$ cat config.mk
export PLATFORM = sky130hd
export DESIGN_NAME = busmst_seq
export DESIGN_NICKNAME = d
export VERILOG_FILES = /design/src/rtl/busmst_pkg.sv /design/src/rtl/busmst_cmd_enc.sv /design/src/rtl/busmst_wbuf.sv /design/src/rtl/busmst_beat_ctr.sv /design/src/rtl/busmst_seq.sv
export SDC_FILE = /design/constraint.sdc
export NUM_CORES = 1
export LEC_CHECK = 0
export ABC_AREA = 1
export BUFFER_PORTS_ARGS = -buffer_cell sky130_fd_sc_hd__buf_2
export CAP_MARGIN = 40
export CORE_AREA = 5 5 173 242
export CTS_CLUSTER_SIZE = 30
export DETAILED_ROUTE_END_ITERATION = 10
export DIE_AREA = 0 0 178 247
export PLACE_DENSITY = 0.6
export SLEW_MARGIN = 10
export SYNTH_ARGS = -nofsm -noshare
export SYNTH_HDL_FRONTEND = slang
export SYNTH_HIERARCHICAL = 1
export SYNTH_SLANG_ARGS = --single-unit
$ cat constraint.sdc
create_clock -name clk -period 5.77 [get_ports clk]
set_input_delay 0.2885 -clock clk [delete_from_list [all_inputs] [get_ports clk]]
set_output_delay 0.2885 -clock clk [all_outputs]
set_load 0.1 [all_outputs]
$ cat src/rtl/busmst_pkg.sv
package busmst_pkg;

   localparam logic [2:0] KIND_MEM  = 3'd0;
   localparam logic [2:0] KIND_IO   = 3'd1;
   localparam logic [2:0] KIND_CFG  = 3'd2;
   localparam logic [2:0] KIND_SPEC = 3'd3;
   localparam logic [2:0] KIND_IACK = 3'd4;

   typedef enum logic [2:0] {
      ST_IDLE = 3'd0,
      ST_FILL = 3'd1,
      ST_REQ  = 3'd2,
      ST_ADDR = 3'd3,
      ST_DATA = 3'd4
   } seq_state_e;

endpackage

$ cat src/rtl/busmst_cmd_enc.sv
module busmst_cmd_enc
   import busmst_pkg::*;
(
   input  logic [2:0] kind,
   input  logic       is_wr,
   output logic [3:0] cmd
);
   always_comb begin
      case (kind)
         KIND_IO:   cmd = is_wr ? 4'b0011 : 4'b0010;
         KIND_CFG:  cmd = is_wr ? 4'b1011 : 4'b1010;
         KIND_SPEC: cmd = 4'b0001;
         KIND_IACK: cmd = 4'b0000;
         default:   cmd = is_wr ? 4'b0111 : 4'b0110;
      endcase
   end
endmodule

$ cat src/rtl/busmst_wbuf.sv
module busmst_wbuf #(
   parameter int DATA_W = 32,
   parameter int BE_W   = DATA_W / 8,
   parameter int DEPTH  = 8,
   localparam int IDX_W = (DEPTH > 1) ? $clog2(DEPTH) : 1,
   localparam int CNT_W = $clog2(DEPTH + 1)
) (
   input  logic              clk,
   input  logic              rst_n,
   input  logic              clr,
   input  logic              push,
   input  logic [DATA_W-1:0] din,
   input  logic [BE_W-1:0]   bein,
   input  logic [IDX_W-1:0]  rd_idx,
   output logic [DATA_W-1:0] dout,
   output logic [BE_W-1:0]   beout,
   output logic [CNT_W-1:0]  cnt
);
   logic [DATA_W-1:0] slot_d  [DEPTH];
   logic [BE_W-1:0]   slot_be [DEPTH];
   logic              full;

   assign full = (cnt == CNT_W'(DEPTH));

   always_ff @(posedge clk) begin
      if (!rst_n || clr)
         cnt <= '0;
      else if (push && !full)
         cnt <= cnt + CNT_W'(1);
   end

   for (genvar gi = 0; gi < DEPTH; gi++) begin : g_slot
      always_ff @(posedge clk) begin
         if (push && !full && (cnt == CNT_W'(gi))) begin
            slot_d[gi]  <= din;
            slot_be[gi] <= bein;
         end
      end
   end

   assign dout  = slot_d[rd_idx];
   assign beout = slot_be[rd_idx];

   p_cnt_cap_r7: assert property (@(posedge clk) disable iff (!rst_n)
      cnt <= CNT_W'(DEPTH));
endmodule

$ cat src/rtl/busmst_beat_ctr.sv
module busmst_beat_ctr #(
   parameter int IDX_W = 3
) (
   input  logic             clk,
   input  logic             rst_n,
   input  logic             load,
   input  logic             adv,
   input  logic [IDX_W-1:0] last_idx,
   output logic [IDX_W-1:0] idx,
   output logic             is_last
);
   always_ff @(posedge clk) begin
      if (!rst_n || load)
         idx <= '0;
      else if (adv && !is_last)
         idx <= idx + IDX_W'(1);
   end

   assign is_last = (idx == last_idx);

   p_idx_step_r7: assert property (@(posedge clk) disable iff (!rst_n)
      (adv && !is_last && !load) |=> (idx == $past(idx) + IDX_W'(1)));
endmodule

$ cat src/rtl/busmst_seq.sv
module busmst_seq
   import busmst_pkg::*;
#(
   parameter int          ADDR_W    = 32,
   parameter int          DATA_W    = 32,
   parameter int          MAX_BEATS = 8,
   parameter logic [31:0] EXT_BASE  = 32'h8000_0000,
   localparam int BE_W  = DATA_W / 8,
   localparam int IDX_W = (MAX_BEATS > 1) ? $clog2(MAX_BEATS) : 1,
   localparam int CNT_W = $clog2(MAX_BEATS + 1)
) (
   input  logic              clk,
   input  logic              rst_n,
   input  logic              req_valid,
   input  logic [ADDR_W-1:0] req_addr,
   input  logic [2:0]        req_kind,
   input  logic              req_write,
   input  logic [IDX_W-1:0]  req_len,
   input  logic [BE_W-1:0]   req_be,
   output logic              req_ack,
   input  logic              wr_push,
   input  logic [DATA_W-1:0] wr_data,
   input  logic [BE_W-1:0]   wr_be,
   input  logic              wr_last,
   output logic              rd_valid,
   output logic [DATA_W-1:0] rd_data,
   output logic              done,
   output logic              done_err,
   output logic              bus_req,
   input  logic              bus_gnt,
   input  logic              frame_in,
   input  logic              irdy_in,
   input  logic              trdy_in,
   input  logic              tabort_in,
   input  logic              mabort_in,
   input  logic [DATA_W-1:0] ad_in,
   output logic [DATA_W-1:0] ad_out,
   output logic              ad_oe,
   output logic [BE_W-1:0]   cbe_out,
   output logic              frame_out,
   output logic              irdy_out
);
   if (ADDR_W != 32) begin : g_bad_addr
      $error("busmst_seq: ADDR_W must be 32");
   end
   if (DATA_W != 32) begin : g_bad_data
      $error("busmst_seq: DATA_W must be 32");
   end
   if (MAX_BEATS < 1 || MAX_BEATS * BE_W > 32) begin : g_bad_beats
      $error("busmst_seq: burst must be 1 to 32 bytes");
   end

   seq_state_e           st;
   logic [ADDR_W-1:0]    l_addr;
   logic [2:0]           l_kind;
   logic                 l_wr;
   logic [IDX_W-1:0]     l_len;
   logic [BE_W-1:0]      l_be;
   logic                 ext_hit;
   logic                 eff_wr;
   logic                 accept;
   logic                 bus_free;
   logic                 abort_now;
   logic                 beat_done;
   logic [3:0]           cmd;
   logic [DATA_W-1:0]    buf_d;
   logic [BE_W-1:0]      buf_be;
   logic [CNT_W-1:0]     buf_cnt;
   logic [CNT_W-1:0]     buf_cnt_m1;
   logic [IDX_W-1:0]     last_idx;
   logic [IDX_W-1:0]     beat_idx;
   logic                 beat_last;

   // Memory and I/O decode against the window; other kinds always go out.
   always_comb begin
      case (req_kind)
         KIND_CFG, KIND_SPEC, KIND_IACK: ext_hit = 1'b1;
         default:                        ext_hit = (req_addr >= EXT_BASE);
      endcase
   end

   always_comb begin
      case (req_kind)
         KIND_SPEC: eff_wr = 1'b1;
         KIND_IACK: eff_wr = 1'b0;
         default:   eff_wr = req_write;
      endcase
   end

   assign accept    = (st == ST_IDLE) && req_valid && ext_hit;
   assign bus_free  = bus_gnt && !frame_in && !irdy_in;
   assign abort_now = tabort_in || mabort_in;
   assign beat_done = (st == ST_DATA) && trdy_in && !abort_now;

   always_ff @(posedge clk) begin
      if (!rst_n) begin
         st       <= ST_IDLE;
         l_addr   <= '0;
         l_kind   <= KIND_MEM;
         l_wr     <= 1'b0;
         l_len    <= '0;
         l_be     <= '0;
         done     <= 1'b0;
         done_err <= 1'b0;
      end else begin
         done     <= 1'b0;
         done_err <= 1'b0;
         case (st)
            ST_IDLE: begin
               if (accept) begin
                  l_addr <= req_addr;
                  l_kind <= req_kind;
                  l_wr   <= eff_wr;
                  l_len  <= req_len;
                  l_be   <= req_be;
                  st     <= eff_wr ? ST_FILL : ST_REQ;
               end
            end
            ST_FILL: begin
               if (wr_push && wr_last) st <= ST_REQ;
            end
            ST_REQ: begin
               if (bus_free) st <= ST_ADDR;
            end
            ST_ADDR: st <= ST_DATA;
            ST_DATA: begin
               if (abort_now) begin
                  st       <= ST_IDLE;
                  done     <= 1'b1;
                  done_err <= 1'b1;
               end else if (trdy_in && beat_last) begin
                  st   <= ST_IDLE;
                  done <= 1'b1;
               end
            end
            default: st <= ST_IDLE;
         endcase
      end
   end

   busmst_cmd_enc u_cmd (
      .kind  (l_kind),
      .is_wr (l_wr),
      .cmd   (cmd)
   );

   busmst_wbuf #(
      .DATA_W (DATA_W),
      .BE_W   (BE_W),
      .DEPTH  (MAX_BEATS)
   ) u_wbuf (
      .clk    (clk),
      .rst_n  (rst_n),
      .clr    (accept),
      .push   (wr_push && (st == ST_FILL)),
      .din    (wr_data),
      .bein   (wr_be),
      .rd_idx (beat_idx),
      .dout   (buf_d),
      .beout  (buf_be),
      .cnt    (buf_cnt)
   );

   assign buf_cnt_m1 = buf_cnt - CNT_W'(1);
   assign last_idx   = l_wr ? buf_cnt_m1[IDX_W-1:0] : l_len;

   busmst_beat_ctr #(
      .IDX_W (IDX_W)
   ) u_beat (
      .clk      (clk),
      .rst_n    (rst_n),
      .load     (st == ST_ADDR),
      .adv      (beat_done),
      .last_idx (last_idx),
      .idx      (beat_idx),
      .is_last  (beat_last)
   );

   always_comb begin
      ad_out  = '0;
      ad_oe   = 1'b0;
      cbe_out = '0;
      if (st == ST_ADDR) begin
         ad_out  = l_addr;
         ad_oe   = 1'b1;
         cbe_out = cmd;
      end else if (st == ST_DATA) begin
         ad_out  = l_wr ? buf_d : '0;
         ad_oe   = l_wr;
         cbe_out = l_wr ? buf_be : l_be;
      end
   end

   assign req_ack   = accept;
   assign bus_req   = (st == ST_REQ);
   assign frame_out = (st == ST_ADDR) || ((st == ST_DATA) && !beat_last);
   assign irdy_out  = (st == ST_DATA);
   assign rd_valid  = beat_done && !l_wr;
   assign rd_data   = ad_in;

   p_wr_req_after_fill_r1: assert property (@(posedge clk) disable iff (!rst_n)
      ($rose(bus_req) && l_wr) |-> $past(wr_push && wr_last));

   p_rd_req_prompt_r2: assert property (@(posedge clk) disable iff (!rst_n)
      ($rose(bus_req) && !l_wr) |-> $past(req_valid));

   p_addr_idle_r4: assert property (@(posedge clk) disable iff (!rst_n)
      $rose(frame_out) |-> $past(bus_gnt && !frame_in && !irdy_in));

   p_no_wait_r6: assert property (@(posedge clk) disable iff (!rst_n)
      (irdy_out && !trdy_in && !tabort_in && !mabort_in) |=> irdy_out);

   p_done_pulse_r8: assert property (@(posedge clk) disable iff (!rst_n)
      done |=> !done);

   p_abort_release_r9: assert property (@(posedge clk) disable iff (!rst_n)
      (done && done_err) |-> (!frame_out && !irdy_out));
endmodule

==> results.txt, run 1 <==
----------------------------------------------------
[Final layout]
  FILL cells ... 3736
  Most frequent cells in the layout ... 521 x sky130_fd_sc_hd__nand2_1, 391 x sky130_fd_sc_hd__nor2_1, 288 x sky130_fd_sc_hd__edfxtp_1
  Share of cells above drive strength 1 ... 12.3%
  Signed area change from the synthesized netlist to the final layout ... 13.3%
  Net count reported at finish ... 1917
  Leading cell type in the layout, fill and taps excluded ... sky130_fd_sc_hd__nand2_1
  Final antenna diode count ... 0

[CTS]
  Number of resized instances in the post-cts repair step ... 0
  # clock sinks ... 343
  Maximum number of buffers from clock root to sink ... 3
  TritonCTS clock tree ... yes
  Clock slew at reported path FFs ... 60 ps
  Clock latency on the worst-skew pair ... 520 ps
  CTS H-Tree Depth ... 2
  CTS Buf Count ... 37
  Clock tree root buffer cell ... sky130_fd_sc_hd__clkbuf_16

[Die]
  Starting density of the core ... 39.8%
  Area of the die ... 44000 sq um
  Vertical extent of the die ... 247 microns
  Die outline width ... 178 microns
  Number of ports placed on the die boundary ... 198
  Core outline area ... 39300 sq um
  Cell row count ... 86

[Hold path]
  HP Class ... in -> reg

[Synthesis]
  Mapped Area ... 15600 sq um
  Post-synthesis register bit count ... 343
  Number of nets in the synthesized netlist ... 1830
  Proportion of synthesized chip area in sequential cells ... 62.4%
  Average cell area after synthesis ... 9.17 sq um
  Number of distinct library cell variants in the gate-level netlist after synthesis ... 35
  Count of mapped cells out of synthesis ... 1702
  Number of warnings issued by yosys ... 6

[Worst setup path]
  Critical-path maximum fanout ... 40
  Data arrival time at the worst-slack endpoint ... 3360 ps
  WS Path Type ... reg -> out
  Kind of end point of the critical path ... output port
  Worst Setup Start Kind ... register
  Required @ worst endpoint ... 5480 ps

[Place]
  HPWL after detailed placement ... 23100 microns
  Count of buffers from port buffering ... 133
  Routability congestion estimate from global placement ... 0.827

[Routing]
  Remaining design rule violation count ... 0
  Highest metal layer with signal wires ... met4
  Routed wire length per instance ... 16.6 microns
  Remaining antenna violation count ... 0
  Routed metal-1 wirelength ... 16400 microns
  Detailed route wirelength on metal3 ... 2160 microns
  1st-iter DRT viols ... 766
  Routed wl met2 ... 19100 microns
  Via/cell ratio ... 4.78
  Via count ... 11198
  Total routed wirelength ... 38800 microns
  Number of optimization iterations in the first detailed-route pass ... 6

[Global routing]
  Pin count of the biggest net entering global routing ... 141
  Initial antenna violation count ... 1
  Global route overflow ... 0
  Via count of the first global-routing pass ... 10865
  GRT Total Usage ... 17.5%
  Wire length of the first global-routing pass ... 60100 microns

[STA]
  Relative slew slack ... 44.2%
  Tightest Pin Transition ... 836 ps
  Achievable Freq ... 274 MHz
  Tcrit/Tclk final ... 63.3%
  RSZ-0062 raised after global routing ... no
  Worst Clk Skew ... 8.25 ps
  Final setup TNS ... 0 ps
  Count of final hold-check violations ... 0
  Crit path time final ... 3650 ps
  Setup-violating endpoint count in the final report ... 0
  Hold WS ... 16.9 ps
  Number of slew-limit violations in the final report ... 0

[Outcome]
  Status ... completed

[Power]
  Pwr dens ... 335 nW/um^2
  Static Leakage ... 7.47 nW
  Worst-case vdd ir drop ... 0.232 mV

[Flow run]
  Number of max-cap violations ... 0

----------------------------------------------------
==> cell usage after synthesis (all sizes together) <==
library cell	number	share of area, %
ha	6	0.48
a21oi	12	0.38
nand3	20	0.67
o21ai	51	1.6
inv	191	4.6
clkinv	2	0.048
clkbuf	20	0.51
nand4	2	0.080
nor4	3	0.12
buf	91	4.1
a21o	4	0.19
nor2	395	9.7
a21boi	1	0.048
nor3	2	0.064
edfxtp	288	55
nor3b	1	0.048
dfxtp	55	7.1
a32o	32	2.1
xnor2	2	0.11
nand2	523	13
nand3b	1	0.048
==> critical path: stages, from the launching register on <==
cell                       delay, ps
sky130_fd_sc_hd__dfxtp_2         570
sky130_fd_sc_hd__clkinv_2        660
sky130_fd_sc_hd__buf_4           520
sky130_fd_sc_hd__nor2_1          150
sky130_fd_sc_hd__nand2_1          50
sky130_fd_sc_hd__nand2_1          60
sky130_fd_sc_hd__nand2_1          40
sky130_fd_sc_hd__nand2_1          80
sky130_fd_sc_hd__a32o_1          240
sky130_fd_sc_hd__buf_2           460
==> kinds of logic after synthesis <==
kind of cell	Yosys count	share of synthesized area, %
AOI/OAI and AO/OA	100	4.31
and+or+nand+nor	947	23.3
adders and majority gates	6	0.481
buffers and inverters	304	9.33
DFF	343	62.4
xor gates and xnor gates	2	0.112
==> worst paths after layout <==
| path | from | to | slack [ps] | depth (start not counted) |
|---|---|---|---|---|
| max | u_beat/idx[1] | ad_out[19] | 2120 | 9 |
| min reg2reg | l_addr[13] | l_addr[13] | 480 | 2 |
| min | req_addr[23] | l_addr[23] | 20 | 3 |
| max reg2reg | u_wbuf/cnt[0] | u_wbuf/slot_d[2][9] | 3060 | 8 |
==> final cells by class <==
type / count / area (sq um) / area share, %
Tap cell: 528 / 661 / 3.73
Sequential cell: 343 / 9760 / 55.2
Clock buffer: 51 / 1070 / 6.05
Multi-Input combinational cell: 1055 / 4430 / 25.0
Clock inverter: 14 / 131 / 0.743
Timing Repair Buffer: 159 / 911 / 5.15
Inverter: 193 / 731 / 4.13
==> routing by layer <==
layer / vias to the layer above / GRT usage [%]
li1: 5513 / -
met1: 5280 / 22.4
met2: 312 / 30.6
met3: 93 / 2.42
met4: 0 / 5.76
met5: - / 0
==> repair_timing <==
| item | in CTS | in global routing |
|---|---|---|
| hold endpoints to repair | 7 | 0 |
| setup buffers | 0 | 0 |
| hold buffers | 7 | 0 |
==> through the flow <==
stage	utilization [%]	cells	cell area [sq um]	power (mW)	setup slack [ps]
global placement	41.7	2270	16400	3.62	2640
finish	45.0	2343	17700	5.92	2120
CTS	45.0	2343	17700	5.98	2070
floorplan	-	1702	15600	3.53	1000
global route	45.0	2343	17700	6.17	1840
detailed placement	41.8	2271	16400	3.64	2630
==> state kept, by name, indices dropped and copies added (netlist names) <==
register and count:
st 3, l_kind 3, done 1, l_be 4, u_wbuf/slot_be 32, u_beat/idx 3, l_addr 32, l_wr 1
u_wbuf/slot_d 256, l_len 3, u_wbuf/cnt 4, done_err 1
==> report_power, final <==
part / internal [mW] / switching [mW] / leakage, nW
Sequential: 2.81 / 0.0625 / 3.04
Combinational: 0.187 / 0.522 / 3.84
Clock: 1.39 / 0.946 / 0.581
Total: 4.39 / 1.53 / 7.47
Power figures use the tool's default switching activity.
==> run 2: changes to the inputs <==
--- a/config.mk
+++ b/config.mk
@@ -5,14 +5,14 @@
 export SDC_FILE = /design/constraint.sdc
 export NUM_CORES = 1
 export LEC_CHECK = 0
-export ABC_AREA = 1
+export ABC_AREA = 0
 export BUFFER_PORTS_ARGS = -buffer_cell sky130_fd_sc_hd__buf_2
 export CAP_MARGIN = 40
-export CORE_AREA = 5 5 173 242
+export CORE_AREA = 5 5 166 231
 export CTS_CLUSTER_SIZE = 30
 export DETAILED_ROUTE_END_ITERATION = 10
-export DIE_AREA = 0 0 178 247
-export PLACE_DENSITY = 0.6
+export DIE_AREA = 0 0 171 236
+export PLACE_DENSITY = 0.61
 export SLEW_MARGIN = 10
 export SYNTH_ARGS = -nofsm -noshare
 export SYNTH_HDL_FRONTEND = slang
==> constraint.sdc (replaced) <==
create_clock -name clk -period 3.6 [get_ports clk]
set_input_delay 0.18 -clock clk [delete_from_list [all_inputs] [get_ports clk]]
set_output_delay 0.18 -clock clk [all_outputs]
set_load 0.1 [all_outputs]
==> results.txt, run 2 <==
----------------------------------------------------
[Synthesis]
  Area share of xor/xnor cells in the synthesized design ... 0.529%
  Area share of the leading cell type in the synthesized netlist ... 60.9%
  Number of warnings issued by yosys ... 6
  Average cell area after synthesis ... 17.3 sq um
  Number of nets in the synthesized netlist ... 948
  Ranking of synthesized cells by instance count ... 288 x sky130_fd_sc_hd__edfxtp_1, 102 x sky130_fd_sc_hd__nand2_1, 70 x sky130_fd_sc_hd__mux4_1
  Largest cells by area after synthesis ... sky130_fd_sc_hd__edfxtp_1 61%, sky130_fd_sc_hd__mux4_1 13%, sky130_fd_sc_hd__dfxtp_1 7.8%, sky130_fd_sc_hd__mux2_2 2.9%, sky130_fd_sc_hd__nand2_1 2.7%
  Simple-gate area share of the yosys netlist ... 5.17%
  Main synth FF type ... sky130_fd_sc_hd__edfxtp_1
  Proportion of synthesized chip area in sequential cells ... 68.7%
  Post-synthesis register bit count ... 343
  Count of mapped cells out of synthesis ... 820
  Most numerous cell in the Yosys netlist ... sky130_fd_sc_hd__edfxtp_1
  Mapped Area ... 14200 sq um
  Main combinational cell family by area after synthesis ... multiplexers
  Number of distinct library cell variants in the gate-level netlist after synthesis ... 48
  Proportion of synthesized flip-flops having asynchronous set or reset ... 0%
  Compound-Gate Fraction of Synth Area ... 4.97%
  Area share of fa/ha/maj cells after synthesis ... 0.529%
  Share of synthesized area spent on multiplexers ... 16.4%
  Area leader, netlist ... sky130_fd_sc_hd__edfxtp_1
  EDFF count, synth ... 288

[Routing]
  Via/cell ratio ... 5.23
  Remaining design rule violation count ... 0
  Routed wire length per instance ... 21.2 microns
  1st-iter DRT viols ... 470
  Remaining antenna violation count ... 0
  Total routed wirelength ... 32100 microns
  Number of optimization iterations in the first detailed-route pass ... 5
  Via count ... 7906

[Die]
  Die outline width ... 171 microns
  Vertical extent of the die ... 236 microns
  Number of ports placed on the die boundary ... 198
  Starting density of the core ... 39.7%
  Area of the die ... 40400 sq um
  Core outline area ... 35800 sq um
  Cell row count ... 82

[STA]
  Tcrit/Tclk final ... 87.8%
  Relative slew slack ... 52.5%
  Tightest Pin Transition ... 713 ps
  Worst Clk Skew ... 13.8 ps
  Setup-violating endpoint count in the final report ... 0
  Number of slew-limit violations in the final report ... 0
  Achievable Freq ... 316 MHz
  Final setup TNS ... 0 ps
  Count of final hold-check violations ... 0
  Crit path time final ... 3160 ps
  RSZ-0062 raised after global routing ... no

[Global routing]
  Initial antenna violation count ... 2
  Wire length of the first global-routing pass ... 48600 microns
  GRT Total Usage ... 15.8%
  Via count of the first global-routing pass ... 8249
  Global route overflow ... 0
  Pin count of the biggest net entering global routing ... 50

[Final layout]
  Share of cells above drive strength 1 ... 25.8%
  Net count reported at finish ... 1150
  Post-route cell area ... 17300 sq um
  Leading cell type in the layout, fill and taps excluded ... sky130_fd_sc_hd__edfxtp_1
  Registers with the highest flip-flop counts ... u_wbuf/slot_d: 256 flops, l_addr: 32 flops, u_wbuf/slot_be: 32 flops
  FILL cells ... 2997
  Most frequent cells in the layout ... 288 x sky130_fd_sc_hd__edfxtp_1, 133 x sky130_fd_sc_hd__buf_2, 102 x sky130_fd_sc_hd__nand2_1
  Register ranked first by flip-flop count ... u_wbuf/slot_d
  Non-filler cells, final ... 1512
  Largest register FFs ... 256
  Signed area change from the synthesized netlist to the final layout ... 21.6%

[Worst setup path]
  Most used cell, CP ... sky130_fd_sc_hd__dlygate4sd3_1
  Number of cells on the critical path ... 8
  Required @ worst endpoint ... 4010 ps
  Worst Setup Start Kind ... register
  WS Path Type ... reg -> reg
  CP max stage delay ... 720 ps
  Sequence of cells on the critical path ... xnor2_1 > a21oi_1 > xnor2_2 > and3_2 > a211oi_1 > dlygate4sd3_1 > nor2_1 > dlygate4sd3_1
  Worst Reg2Reg Path Length in Cells ... 8
  Critical-path maximum fanout ... 10
  Crit path launch ... u_wbuf/cnt[2]
  Kind of end point of the critical path ... register
  Bufs and invs on worst path ... 2
  Kind of cell adding the most delay to the critical path ... buffers and inverters
  Data arrival time at the worst-slack endpoint ... 3560 ps
  Cell at the slowest stage of the critical path ... sky130_fd_sc_hd__dfxtp_1
  Startpoint of the worst-slack reg-to-reg timing path ... u_wbuf/cnt[2]

[CTS]
  TritonCTS clock tree ... yes
  Clock latency on the worst-skew pair ... 520 ps
  Number of buffers added for setup after CTS ... 0
  Maximum number of buffers from clock root to sink ... 3
  Clock slew at reported path FFs ... 60 ps
  Clock tree root buffer cell ... sky130_fd_sc_hd__clkbuf_16
  # clock sinks ... 343
  CTS H-Tree Depth ... 2
  CTS Buf Count ... 35

[Power]
  Power consumption ... 8.38 mW
  Pwr dens ... 485 nW/um^2
  Worst-case vdd ir drop ... 0.278 mV
  Static Leakage ... 5.96 nW

[Hold path]
  Hold Crit Start ... wr_push
  HP Class ... in -> reg
  Hold depth ... 4

[Place]
  HPWL after detailed placement ... 19000 microns
  Area post-placement ... 15300 sq um
  Count of buffers from port buffering ... 133
  Routability congestion estimate from global placement ... 0.749
  Cell Count Post-Placement ... 1362

[Outcome]
  Status ... completed

[Flow run]
  Number of max-cap violations ... 0

----------------------------------------------------
run 2: repair_timing:
action	CTS	global route
endpoints found under the hold margin	333	0
setup endpoints to repair	0	0
hold buffers	85	0
gates resized for setup	0	0
run 2: logic make-up (layout without fill, tap and decap cells):
group                      count (synthesis)  count (layout)
buffers and inverters                     83             311
DFF                                      343             343
adders and majority gates                  6               6
and+or+nand+nor                          164             164
xor gates and xnor gates                   6               6
other                                      0               2
muxes                                    112             112
AOI/OAI and AO/OA                        106             106
run 2: path summary, 6_finish.rpt:
path | end | slack [ps]
setup / recovery | done | 440
hold / removal | st[1] | 30
setup reg to reg | done | 440
hold reg to reg | l_be[2] | 450
run 2: per-layer routing:
layer | up-vias | routed length [microns] | global-route usage, %
met1 | 3975 | 12900 | 19.3
met2 | 206 | 16600 | 28.0
met3 | 93 | 1490 | 2.31
met5 | - | 0 | 0
li1 | 3632 | - | -
met4 | 0 | 1180 | 6.13
run 2: tightest hold or removal path, cell delays in order:
cell                      delay (ps)
sky130_fd_sc_hd__buf_2            90
sky130_fd_sc_hd__nand3_1          60
sky130_fd_sc_hd__nand2_1          60
sky130_fd_sc_hd__o21a_1          110
run 2: through the flow:
stage	worst slack, ps	utilization, %	hold slack, ps
4_1_cts	444	48.2	4.65
3_3_place_gp	1160	42.5	361
6_report	440	48.2	25.3
2_1_floorplan	23.8	-	279
3_5_place_dp	1150	42.6	361
5_1_grt	223	48.2	42.3
run 2: power breakdown:
part           total (mW)  switching (mW)  internal [mW]
Clock                3.60            1.44           2.16
Sequential           4.37          0.0239           4.34
Combinational       0.413           0.242          0.171
run 2: area by class of cell:
| class | count | area, sq um | share of cell area, % |
|---|---|---|---|
| diodes | 2 | 5.00 | 0.0290 |
| clock buffers | 42 | 945 | 5.47 |
| clock inverters | 21 | 211 | 1.22 |
| inverters | 7 | 26.3 | 0.152 |
| multi-input cells | 394 | 4000 | 23.2 |
| flip-flops and latches | 343 | 9760 | 56.5 |
| well taps | 462 | 578 | 3.35 |
| repair buffers | 241 | 1740 | 10.1 |
